File: config.mk
export PLATFORM = sky130hd
export DESIGN_NAME = dram_spacing_tracker
export DESIGN_NICKNAME = d
export VERILOG_FILES = /design/src/rtl/spc_pkg.sv /design/src/rtl/spc_downcnt.sv /design/src/rtl/spc_datapath.sv /design/src/rtl/spc_ctrl.sv /design/src/rtl/dram_spacing_tracker.sv
export SDC_FILE = /design/constraint.sdc
export NUM_CORES = 1
export LEC_CHECK = 0
export BUFFER_PORTS_ARGS = -buffer_cell sky130_fd_sc_hd__buf_4
export CORE_UTILIZATION = 61
export DETAILED_ROUTE_END_ITERATION = 12
export HOLD_SLACK_MARGIN = 0.02
export PLACE_DENSITY_LB_ADDON = 0.1
export SYNTH_ARGS = -nofsm -noshare
export SYNTH_HDL_FRONTEND = slang
export SYNTH_SLANG_ARGS = --single-unit
export TNS_END_PERCENT = 10
File: constraint.sdc
create_clock -name clk -period 2.6 [get_ports clk]
set_clock_uncertainty 0.2 [all_clocks]
set_input_delay 0.52 -clock clk [delete_from_list [all_inputs] [get_ports clk]]
set_output_delay 0.52 -clock clk [all_outputs]
set_load 0.1 [all_outputs]
File: src/rtl/spc_pkg.sv
package spc_pkg;

  typedef enum logic [2:0] {
    CMD_ACT    = 3'd0,
    CMD_READ   = 3'd1,
    CMD_WRITE  = 3'd2,
    CMD_PREALL = 3'd3,
    CMD_REF    = 3'd4
  } cmd_e;

  // strobes from control to datapath: which counter family to load
  typedef struct packed {
    logic act;
    logic wr;
    logic rd;
    logic pall;
    logic refr;
  } load_s;

  // field placement inside the read-side configuration word
  localparam int ACT_RD_LSB  = 17;
  localparam int ACT_RD_W    = 4;
  localparam int WR_SAME_LSB = 12;
  localparam int WR_SAME_W   = 5;
  localparam int WR_DIFF_LSB = 8;
  localparam int WR_DIFF_W   = 4;
  localparam int RD_SAME_LSB = 4;
  localparam int RD_SAME_W   = 4;
  localparam int RD_DIFF_LSB = 0;
  localparam int RD_DIFF_W   = 4;

  // field placement inside the refresh-side configuration word
  localparam int PALL_LSB = 9;
  localparam int PALL_W   = 4;
  localparam int REF_LSB  = 0;
  localparam int REF_W    = 9;

endpackage

File: src/rtl/spc_downcnt.sv
module spc_downcnt #(
  parameter int W = 4
) (
  input  logic         clk,
  input  logic         rstN,
  input  logic         load,
  input  logic [W-1:0] span,
  output logic         zero
);

  logic [W-1:0] cnt;

  always_ff @(posedge clk) begin
    if (!rstN) begin
      cnt <= '0;
    end else if (load) begin
      cnt <= (span == '0) ? '0 : span - W'(1);
    end else if (cnt != '0) begin
      cnt <= cnt - W'(1);
    end
  end

  assign zero = (cnt == '0);

endmodule

File: src/rtl/spc_datapath.sv
module spc_datapath
  import spc_pkg::*;
#(
  parameter int NUM_RANKS = 2,
  parameter int NUM_BANKS = 8,
  parameter int RANK_W    = 1,
  parameter int BANK_W    = 3
) (
  input  logic                                 clk,
  input  logic                                 rstN,
  input  load_s                                loads,
  input  logic [RANK_W-1:0]                    issueRank,
  input  logic [BANK_W-1:0]                    issueBank,
  input  logic [23:0]                          cfgRd,
  input  logic [15:0]                          cfgRf,
  output logic [NUM_RANKS-1:0][NUM_BANKS-1:0]  actZero,
  output logic [NUM_RANKS-1:0]                 wrSameZero,
  output logic [NUM_RANKS-1:0]                 wrDiffZero,
  output logic [NUM_RANKS-1:0]                 rdSameZero,
  output logic [NUM_RANKS-1:0]                 rdDiffZero,
  output logic [NUM_RANKS-1:0]                 pallZero,
  output logic [NUM_RANKS-1:0]                 refZero
);

  logic [ACT_RD_W-1:0]  actSpan;
  logic [WR_SAME_W-1:0] wrSameSpan;
  logic [WR_DIFF_W-1:0] wrDiffSpan;
  logic [RD_SAME_W-1:0] rdSameSpan;
  logic [RD_DIFF_W-1:0] rdDiffSpan;
  logic [PALL_W-1:0]    pallSpan;
  logic [REF_W-1:0]     refSpan;
  logic                 unusedCfg;

  assign actSpan    = cfgRd[ACT_RD_LSB  +: ACT_RD_W];
  assign wrSameSpan = cfgRd[WR_SAME_LSB +: WR_SAME_W];
  assign wrDiffSpan = cfgRd[WR_DIFF_LSB +: WR_DIFF_W];
  assign rdSameSpan = cfgRd[RD_SAME_LSB +: RD_SAME_W];
  assign rdDiffSpan = cfgRd[RD_DIFF_LSB +: RD_DIFF_W];
  assign pallSpan   = cfgRf[PALL_LSB    +: PALL_W];
  assign refSpan    = cfgRf[REF_LSB     +: REF_W];
  assign unusedCfg  = ^{cfgRd[23:21], cfgRf[15:13]};

  for (genvar r = 0; r < NUM_RANKS; r++) begin : g_rank
    logic hitRank;
    assign hitRank = (issueRank == RANK_W'(r));

    for (genvar b = 0; b < NUM_BANKS; b++) begin : g_bank
      spc_downcnt #(.W(ACT_RD_W)) u_act (
        .clk(clk), .rstN(rstN),
        .load(loads.act && hitRank && (issueBank == BANK_W'(b))),
        .span(actSpan), .zero(actZero[r][b]));
    end

    spc_downcnt #(.W(WR_SAME_W)) u_wrSame (
      .clk(clk), .rstN(rstN), .load(loads.wr && hitRank),
      .span(wrSameSpan), .zero(wrSameZero[r]));
    spc_downcnt #(.W(WR_DIFF_W)) u_wrDiff (
      .clk(clk), .rstN(rstN), .load(loads.wr && !hitRank),
      .span(wrDiffSpan), .zero(wrDiffZero[r]));
    spc_downcnt #(.W(RD_SAME_W)) u_rdSame (
      .clk(clk), .rstN(rstN), .load(loads.rd && hitRank),
      .span(rdSameSpan), .zero(rdSameZero[r]));
    spc_downcnt #(.W(RD_DIFF_W)) u_rdDiff (
      .clk(clk), .rstN(rstN), .load(loads.rd && !hitRank),
      .span(rdDiffSpan), .zero(rdDiffZero[r]));
    spc_downcnt #(.W(PALL_W)) u_pall (
      .clk(clk), .rstN(rstN), .load(loads.pall && hitRank),
      .span(pallSpan), .zero(pallZero[r]));
    spc_downcnt #(.W(REF_W)) u_ref (
      .clk(clk), .rstN(rstN), .load(loads.refr && hitRank),
      .span(refSpan), .zero(refZero[r]));
  end

endmodule

File: src/rtl/spc_ctrl.sv
module spc_ctrl
  import spc_pkg::*;
#(
  parameter int NUM_RANKS = 2,
  parameter int NUM_BANKS = 8,
  parameter int RANK_W    = 1,
  parameter int BANK_W    = 3
) (
  input  logic                                 issueValid,
  input  logic [2:0]                           issueCmd,
  input  logic [2:0]                           qryCmd,
  input  logic [RANK_W-1:0]                    qryRank,
  input  logic [BANK_W-1:0]                    qryBank,
  input  logic [NUM_RANKS-1:0][NUM_BANKS-1:0]  actZero,
  input  logic [NUM_RANKS-1:0]                 wrSameZero,
  input  logic [NUM_RANKS-1:0]                 wrDiffZero,
  input  logic [NUM_RANKS-1:0]                 rdSameZero,
  input  logic [NUM_RANKS-1:0]                 rdDiffZero,
  input  logic [NUM_RANKS-1:0]                 pallZero,
  input  logic [NUM_RANKS-1:0]                 refZero,
  output load_s                                loads,
  output logic                                 qryAllow
);

  always_comb begin
    loads      = '0;
    loads.act  = issueValid && (issueCmd == CMD_ACT);
    loads.wr   = issueValid && (issueCmd == CMD_WRITE);
    loads.rd   = issueValid && (issueCmd == CMD_READ);
    loads.pall = issueValid && (issueCmd == CMD_PREALL);
    loads.refr = issueValid && (issueCmd == CMD_REF);
  end

  always_comb begin
    unique case (qryCmd)
      CMD_READ: qryAllow = actZero[qryRank][qryBank] && wrSameZero[qryRank] &&
                           wrDiffZero[qryRank] && rdSameZero[qryRank] &&
                           rdDiffZero[qryRank];
      CMD_REF:  qryAllow = pallZero[qryRank] && refZero[qryRank];
      default:  qryAllow = 1'b1;
    endcase
  end

endmodule

File: src/rtl/dram_spacing_tracker.sv
module dram_spacing_tracker
  import spc_pkg::*;
#(
  parameter int NUM_RANKS = 2,
  parameter int NUM_BANKS = 8,
  localparam int RANK_W = (NUM_RANKS > 1) ? $clog2(NUM_RANKS) : 1,
  localparam int BANK_W = (NUM_BANKS > 1) ? $clog2(NUM_BANKS) : 1
) (
  input  logic              clk,
  input  logic              rstN,
  input  logic              issueValid,
  input  logic [2:0]        issueCmd,
  input  logic [RANK_W-1:0] issueRank,
  input  logic [BANK_W-1:0] issueBank,
  input  logic [2:0]        qryCmd,
  input  logic [RANK_W-1:0] qryRank,
  input  logic [BANK_W-1:0] qryBank,
  input  logic [23:0]       cfgRd,
  input  logic [15:0]       cfgRf,
  output logic              qryAllow
);

  load_s                                loads;
  logic [NUM_RANKS-1:0][NUM_BANKS-1:0]  actZero;
  logic [NUM_RANKS-1:0]                 wrSameZero, wrDiffZero;
  logic [NUM_RANKS-1:0]                 rdSameZero, rdDiffZero;
  logic [NUM_RANKS-1:0]                 pallZero, refZero;

  spc_ctrl #(
    .NUM_RANKS(NUM_RANKS), .NUM_BANKS(NUM_BANKS),
    .RANK_W(RANK_W), .BANK_W(BANK_W)
  ) u_ctrl (
    .issueValid(issueValid), .issueCmd(issueCmd),
    .qryCmd(qryCmd), .qryRank(qryRank), .qryBank(qryBank),
    .actZero(actZero), .wrSameZero(wrSameZero), .wrDiffZero(wrDiffZero),
    .rdSameZero(rdSameZero), .rdDiffZero(rdDiffZero),
    .pallZero(pallZero), .refZero(refZero),
    .loads(loads), .qryAllow(qryAllow)
  );

  spc_datapath #(
    .NUM_RANKS(NUM_RANKS), .NUM_BANKS(NUM_BANKS),
    .RANK_W(RANK_W), .BANK_W(BANK_W)
  ) u_dp (
    .clk(clk), .rstN(rstN), .loads(loads),
    .issueRank(issueRank), .issueBank(issueBank),
    .cfgRd(cfgRd), .cfgRf(cfgRf),
    .actZero(actZero), .wrSameZero(wrSameZero), .wrDiffZero(wrDiffZero),
    .rdSameZero(rdSameZero), .rdDiffZero(rdDiffZero),
    .pallZero(pallZero), .refZero(refZero)
  );

endmodule

==> run_results.csv, run 1 <==
group,metric,value,unit
status,outcome,"finished, violations left",
status,violations,"setup timing",
global_route,antenna_found_initial,0,
routing,drtAntennaViolNets,0,
clock_tree,cts_hold_buf,0,
place,pre_cts_ws,-0.0309,ns
clock_tree,clockRootBuffer,"clkbuf_16",
sta,post-route-worst-setup-slack,-0.312,ns
routing,vias,7333,
cells_and_area,synthToLayoutAreaGrowth,25.9,%
global_route,grt_pass1_wl,32.8,mm
global_route,grt_start_max_net_pins,51,
global_route,grt_overflow,0,
routing,drtIter0Drc,533,
place,place_inst,1249,
critical_path,cp_slowest_cell,"dfxtp_4",
floorplan,dieArea,0.0138,mm2
yosys,synth_area_per_cell,8.06,um2
yosys,ys_seq_area_frac,0.306,
floorplan,core-area,0.0128,mm2
routing,drt_pass1_iterations,9,
clock_tree,numClockSinks,124,
critical_path,cp-end-kind,"output port",
job,maxCapViolCount,0,
cells_and_area,finalNetCount,1233,
floorplan,top_level_ports,58,
cells_and_area,fillers,855,
yosys,syn_inst,1007,
floorplan,die_y,117,um
power_and_ir_drop,p_total,13.7,mW
power_and_ir_drop,powerDensity,1350,mW/mm2
power_and_ir_drop,p_leak,4.70,nW
place,numPortBuffers,51,
critical_path,crit_path_max_fanout,3,
sta,hold_viol,0,
sta,min_period,2.91,ns
cells_and_area,ff_latch_area,0.00250,mm2
clock_tree,cts_tree,"yes",
cells_and_area,multiInputGateArea,0.00568,mm2
critical_path,cp.required,1.88,ns
place,hpwl,13.0,mm
global_route,track_usage,0.293,
routing,viasPerCell,5.63,
sta,grt_setup_unrepaired,"yes",
yosys,yosys_register_bits,124,
sta,fmax,343,MHz
yosys,ys_types,51,
floorplan,start_util,0.635,
place,placed_area,0.00914,mm2
clock_tree,clock_latency,0.43,ns
routing,drc,0,
power_and_ir_drop,vdd_drop_max,0.000775,V
floorplan,row_count,41,
clock_tree,clock_path_buffers,2,
cells_and_area,drive_gt1_frac,0.232,
clock_tree,cts_buffers,17,
routing,avgRoutedWirePerCell,15.5,um
yosys,synth_nets,1122,
yosys,yosys_warnings,0,
sta,tns,-0.312,ns
critical_path,cp_cell_sequence,"inv_4 -> ha_4 -> nor4b_4 -> nand3_2 -> nor3_4 -> o2111ai_2 -> o21ai_4 -> buf_12",
sta,max_slew_margin,0.448,
cells_and_area,fin_cells,1303,
critical_path,cpPeakStageDelay,0.36,ns
global_route,grt_pass1_vias,7026,
cells_and_area,final_util,0.800,
critical_path,critPathKind,"reg -> out",
critical_path,cp-start-kind,"register",
sta,finalCritPeriodShare,1.12,
cells_and_area,final_area,0.0102,mm2
routing,totalWireLength,20.2,mm
sta,slew_violations,0,
place,place.gp.congestion,0.849,
sta,holdWs,0.215,ns
clock_tree,ctsHtreeMaxLevel,4,
clock_tree,cts.clk_slew.worst_paths,0.06,ns
sta,setup_violations,1,
critical_path,cp.arrival,2.19,ns
yosys,synth_ff_type,"dfxtp_1",
hold_path,min_path_type,"in -> reg",
yosys,syn_area,0.00811,mm2
cells_and_area,antenna_cells,0,
yosys,ys_async_sr_fraction,0,
floorplan,die_x,117,um
yosys,synth-edff-count,0,
sta,tightestPinTransition,0.829,ns
[cells by family after synthesis]
group | share of synthesized area
compound gates | 0.138
xor+xnor | 0.0777
fa+ha+maj | 0.0895
buf+inv | 0.0449
flops | 0.306
mux | 0.0571
simple gates | 0.287
[state kept, by name, indices dropped and copies added (netlist names)]
register                      flops
u_dp.g_rank.u_rdSame.cnt          8
u_dp.g_rank.u_rdDiff.cnt          8
u_dp.g_rank.u_pall.cnt            8
u_dp.g_rank.u_wrDiff.cnt          8
u_dp.g_rank.u_wrSame.cnt         10
u_dp.g_rank.g_bank.u_act.cnt     64
u_dp.g_rank.u_ref.cnt            18
[cell usage after synthesis, drive strengths merged (2+ instances only)]
cell type / n / area (um2)
and4bb: 2 / 25.0
clkbuf: 27 / 101
a211o: 4 / 35.0
buf: 3 / 15.0
o211a: 21 / 210
mux2: 2 / 22.5
and3: 10 / 62.6
or3: 29 / 183
a21boi: 5 / 37.5
a221o: 4 / 40.0
nor2b: 31 / 194
nand2: 88 / 330
o31a: 2 / 18.8
ha: 58 / 726
and2: 53 / 332
xnor2: 62 / 543
o22ai: 7 / 43.8
o21a: 14 / 105
nor3: 51 / 255
nand4: 9 / 68.8
inv: 66 / 248
nor2: 87 / 327
nor3b: 30 / 235
xor2: 10 / 87.6
nor4: 6 / 37.5
a21oi: 62 / 310
mux2i: 44 / 440
nand2b: 3 / 18.8
nor4b: 7 / 61.3
or2: 6 / 37.5
nand3: 23 / 115
or4: 2 / 18.8
a2111oi: 3 / 26.3
dfxtp: 124 / 2480
a211oi: 8 / 60.1
o21ai: 34 / 178
a31oi: 2 / 12.5
[cell usage in the layout, fill, tap and decap left out, types with 9 or more instances in the layout]
cell type / netlist / routed
a21oi_1: 62 / 62
nor3_1: 51 / 48
mux2i_1: 44 / 44
nand3_1: 23 / 21
nor3b_4: 0 / 10
nand2_1: 88 / 88
nor2b_1: 31 / 31
o21ai_0: 32 / 30
inv_2: 0 / 22
nor2_1: 87 / 87
and3_1: 10 / 10
and2_1: 53 / 53
buf_4: 0 / 121
nor3b_1: 28 / 11
or3_1: 28 / 28
clkbuf_16: 0 / 17
o21a_1: 14 / 14
xnor2_1: 62 / 62
dfxtp_1: 124 / 108
o211a_1: 21 / 21
xor2_1: 10 / 10
inv_1: 66 / 43
dfxtp_2: 0 / 15
nor3b_2: 2 / 9
ha_1: 58 / 44
[worst max-delay path, delay by kind of cell, from the launching register on]
family,cells,cell delay (ns)
adders and majority gates,1,0.12
DFF,1,0.36
AOI/OAI and AO/OA,2,0.39
and+or+nand+nor,3,0.63
buffers and inverters,2,0.25
[worst paths after layout]
path | startpoint | endpoint | slack [ns] | cells after the start
max | u_dp.g_rank[1].u_wrSame.cnt[0] | qryAllow | -0.31 | 8
min | cfgRd[0] | u_dp.g_rank[0].u_rdDiff.cnt[0] | 0.21 | 4
max reg2reg | u_dp.g_rank[1].u_ref.cnt[0] | u_dp.g_rank[1].u_ref.cnt[5] | 0.48 | 8
min reg2reg | u_dp.g_rank[0].u_rdDiff.cnt[1] | u_dp.g_rank[0].u_rdDiff.cnt[1] | 0.41 | 3
[layer usage]
layer / up-vias / GRT usage / wire, um
met2: 149 / 0.511 / 9980
li1: 3704 / - / -
met3: 39 / 0.0603 / 794
met5: - / 0 / 0
met4: 0 / 0.106 / 413
met1: 3441 / 0.354 / 8970
[report_power, final]
part | internal (mW) | switching [mW]
Combinational | 4.16 | 3.52
Sequential | 2.73 | 0.783
Clock | 1.67 | 0.886
[what timing repair did]
action | in CTS | in global routing
buffers inserted | 4 | 18
resized for setup | 25 | 56
setup endpoints to repair | 1 | 1
pin swaps | 13 | 20
[layout make-up]
type	instances	area share
multi-input cells	787	0.556
flip-flops and latches	124	0.245
repair buffers	122	0.0909
clock buffers	20	0.0457
inverters	66	0.0245
well taps	172	0.0211
clock inverters	12	0.0164
(Power assumes the default switching activity.)
==> run 2, diff against run 1 <==
CORE_UTILIZATION = 56   (was 61)
clock period = 2.35 ns   (was 2.6 ns; I/O delays follow)
==> run 2 against run 1 <==
Compared with the run above: the flow still finishes with violations (setup timing); total power grew 15%; clock-buffer cell count is the same; sequential cell count is the same; largest power group unchanged; clock power grew 6%; sequential power grew 5.7%; core utilization shrank 2.0 points; critical path depth grew 1; global-route usage grew 0.26 points; first-iteration DRC count shrank 13%; non-clock buffer count grew 103; hold slack lost 0.040 ns; die area grew 8.8%.
==> run_results.csv, run 2 (same netlist as run 1, synthesis figures left out) <==
group,metric,value,unit
routing,drtAntennaViolNets,0,
hold_path,holdPathStages,4,
power_and_ir_drop,powerDensity,1450,mW/mm2
job,maxCapViolCount,0,
place,numPortBuffers,51,
critical_path,r2r_cells,9,
floorplan,dieArea,0.0150,mm2
sta,max_slew_margin,0.463,
cells_and_area,fillers,1009,
cells_and_area,drive_gt1_frac,0.271,
clock_tree,ctsHtreeMaxLevel,4,
cells_and_area,final_cell_mix,"buf_4, dfxtp_1, nand2_1",
cells_and_area,multiInputGateArea,0.00562,mm2
critical_path,cp-start-kind,"register",
sta,holdWs,0.174,ns
cells_and_area,ff_latch_area,0.00249,mm2
routing,totalWireLength,21.0,mm
routing,drc,0,
global_route,use_met3,0.0534,
global_route,met2_usage,0.520,
floorplan,row_count,43,
cells_and_area,top_regs,"u_dp.g_rank.g_bank.u_act.cnt: 64 flops, u_dp.g_rank.u_ref.cnt: 18 flops, u_dp.g_rank.u_wrSame.cnt: 10 flops",
sta,setup_violations,1,
status,violations,"setup timing",
power_and_ir_drop,vdd_drop_max,0.000778,V
cells_and_area,synthToLayoutAreaGrowth,34.5,%
place,placed_area,0.0101,mm2
clock_tree,clock_latency,0.42,ns
clock_tree,numClockSinks,124,
sta,finalCritPeriodShare,1.20,
clock_tree,clock_path_buffers,2,
place,hpwl,14.6,mm
floorplan,die_y,122,um
global_route,antenna_found_initial,0,
cells_and_area,final_area,0.0109,mm2
floorplan,core-area,0.0140,mm2
critical_path,reg2reg_from,"u_dp.g_rank[1].u_ref.cnt[0]",
critical_path,cp-end-kind,"output port",
cells_and_area,antenna_cells,0,
sta,post-route-worst-setup-slack,-0.460,ns
routing,drt_pass1_iterations,7,
clock_tree,cts_hold_buf,0,
status,outcome,"finished, violations left",
power_and_ir_drop,p_leak,5.21,nW
global_route,busiest_layer,"met2",
cells_and_area,finalNetCount,1336,
cells_and_area,top_register,"u_dp.g_rank.g_bank.u_act.cnt",
global_route,grt_pass1_wl,34.8,mm
place,place.gp.congestion,0.833,
sta,hold_viol,0,
cells_and_area,largest_register_ffs,64,
routing,viasPerCell,5.52,
clock_tree,clockRootBuffer,"clkbuf_16",
global_route,grt_start_max_net_pins,55,
floorplan,top_level_ports,58,
hold_path,hold-path-endpoint,"u_dp.g_rank[0].u_rdDiff.cnt[0]",
global_route,grt_pass1_vias,7645,
clock_tree,cts.clk_slew.worst_paths,0.05,ns
routing,drtIter0Drc,465,
floorplan,start_util,0.580,
routing,avgRoutedWirePerCell,14.9,um
hold_path,hold_start,"cfgRd[0]",
critical_path,cp.arrival,2.14,ns
critical_path,critPathKind,"reg -> out",
floorplan,die_x,122,um
clock_tree,cts_tree,"yes",
critical_path,cp.required,1.68,ns
cells_and_area,layout.cells.most_common,"buf_4",
global_route,grt_overflow,0,
critical_path,rrSetupSlack,0.15,ns
routing,vias,7807,
critical_path,crit_path_max_fanout,3,
sta,fmax,356,MHz
sta,tightestPinTransition,0.806,ns
sta,grt_setup_unrepaired,"yes",
sta,min_period,2.81,ns
critical_path,r2r-end,"u_dp.g_rank[1].u_ref.cnt[5]",
sta,slew_violations,0,
hold_path,min_path_type,"in -> reg",
global_route,track_usage,0.296,
clock_tree,cts_buffers,17,
global_route,met1_usage,0.355,
==> run 2: cell count changes in the layout (fill, tap and decap cells not counted), moves of 2 or more <==
cell       before  now
a2111oi_1       0    2
ha_2            8    1
buf_4         121  223
inv_1          43   58
dfxtp_1       108  114
inv_2          22    8
dfxtp_2        15   10
ha_4            6    4
ha_1           44   53
==> run 2: worst max-delay path by stage <==
| stage | slack (ns) | end | start | depth (start not counted) |
|---|---|---|---|---|
| after floorplan | -0.18 | qryAllow | u_dp.g_rank[0].u_wrSame.cnt[0] | 7 |
| after global placement | -0.18 | qryAllow | u_dp.g_rank[0].u_ref.cnt[0] | 9 |
| after detailed placement | -0.19 | qryAllow | u_dp.g_rank[0].u_ref.cnt[0] | 9 |
| after CTS | -0.45 | qryAllow | u_dp.g_rank[1].u_rdSame.cnt[0] | 8 |
| after global routing | -0.56 | qryAllow | u_dp.g_rank[1].u_ref.cnt[0] | 9 |
| final | -0.46 | qryAllow | u_dp.g_rank[1].g_bank[4].u_act.cnt[1] | 9 |
==> run 2: final cells by class <==
cell class	count	share of cell area
clock buffers	20	0.0428
clock inverters	12	0.0132
inverters	66	0.0227
multi-input cells	787	0.515
flip-flops and latches	124	0.229
well taps	180	0.0206
repair buffers	225	0.157
==> run 2: what timing repair did <==
action                                  in CTS  in global routing
hold endpoints to repair                     0                  0
endpoints found under the setup margin       1                  3
buffers inserted                             3                  1
pin swaps                                    7                  4
gates resized for setup                     25                 14
==> run 2: per-layer routing <==
metal  share of wire  vias up  wire [um]
li1                -     3908          -
met1            0.44     3683       9160
met2            0.50      176      10600
met3           0.041       40        855
met4           0.019        0        399
met5               0        -          0
==> run 2: where the power goes <==
part,total (mW),leakage (nW),internal (mW),switching (mW)
Clock,2.71,0.301,1.74,0.972
Sequential,3.71,1.03,3.01,0.705
Combinational,9.40,3.88,5.24,4.17
==> run 2: worst max-delay path: stages (launching register included) <==
cell and delay (ns):
dfxtp_1 0.32, inv_1 0.07, ha_1 0.17, nor3b_4 0.26
o22ai_1 0.10, a21oi_1 0.19, a211oi_2 0.09, buf_4 0.14
o21ai_4 0.18, buf_12 0.19
==> run 2: stage by stage <==
| stage | total power [mW] | util | worst slack, ns | setup TNS, ns | cells |
|---|---|---|---|---|---|
| after floorplan | 9.56 | - | -0.179 | -0.179 | 1007 |
| after global placement | 12.3 | 0.723 | -0.179 | -0.889 | 1378 |
| after global routing | 17.2 | 0.780 | -0.564 | -0.570 | 1414 |
| after detailed placement | 12.6 | 0.723 | -0.190 | -1.10 | 1378 |
| after CTS | 15.7 | 0.775 | -0.454 | -0.454 | 1413 |
| final | 15.8 | 0.780 | -0.460 | -0.460 | 1414 |
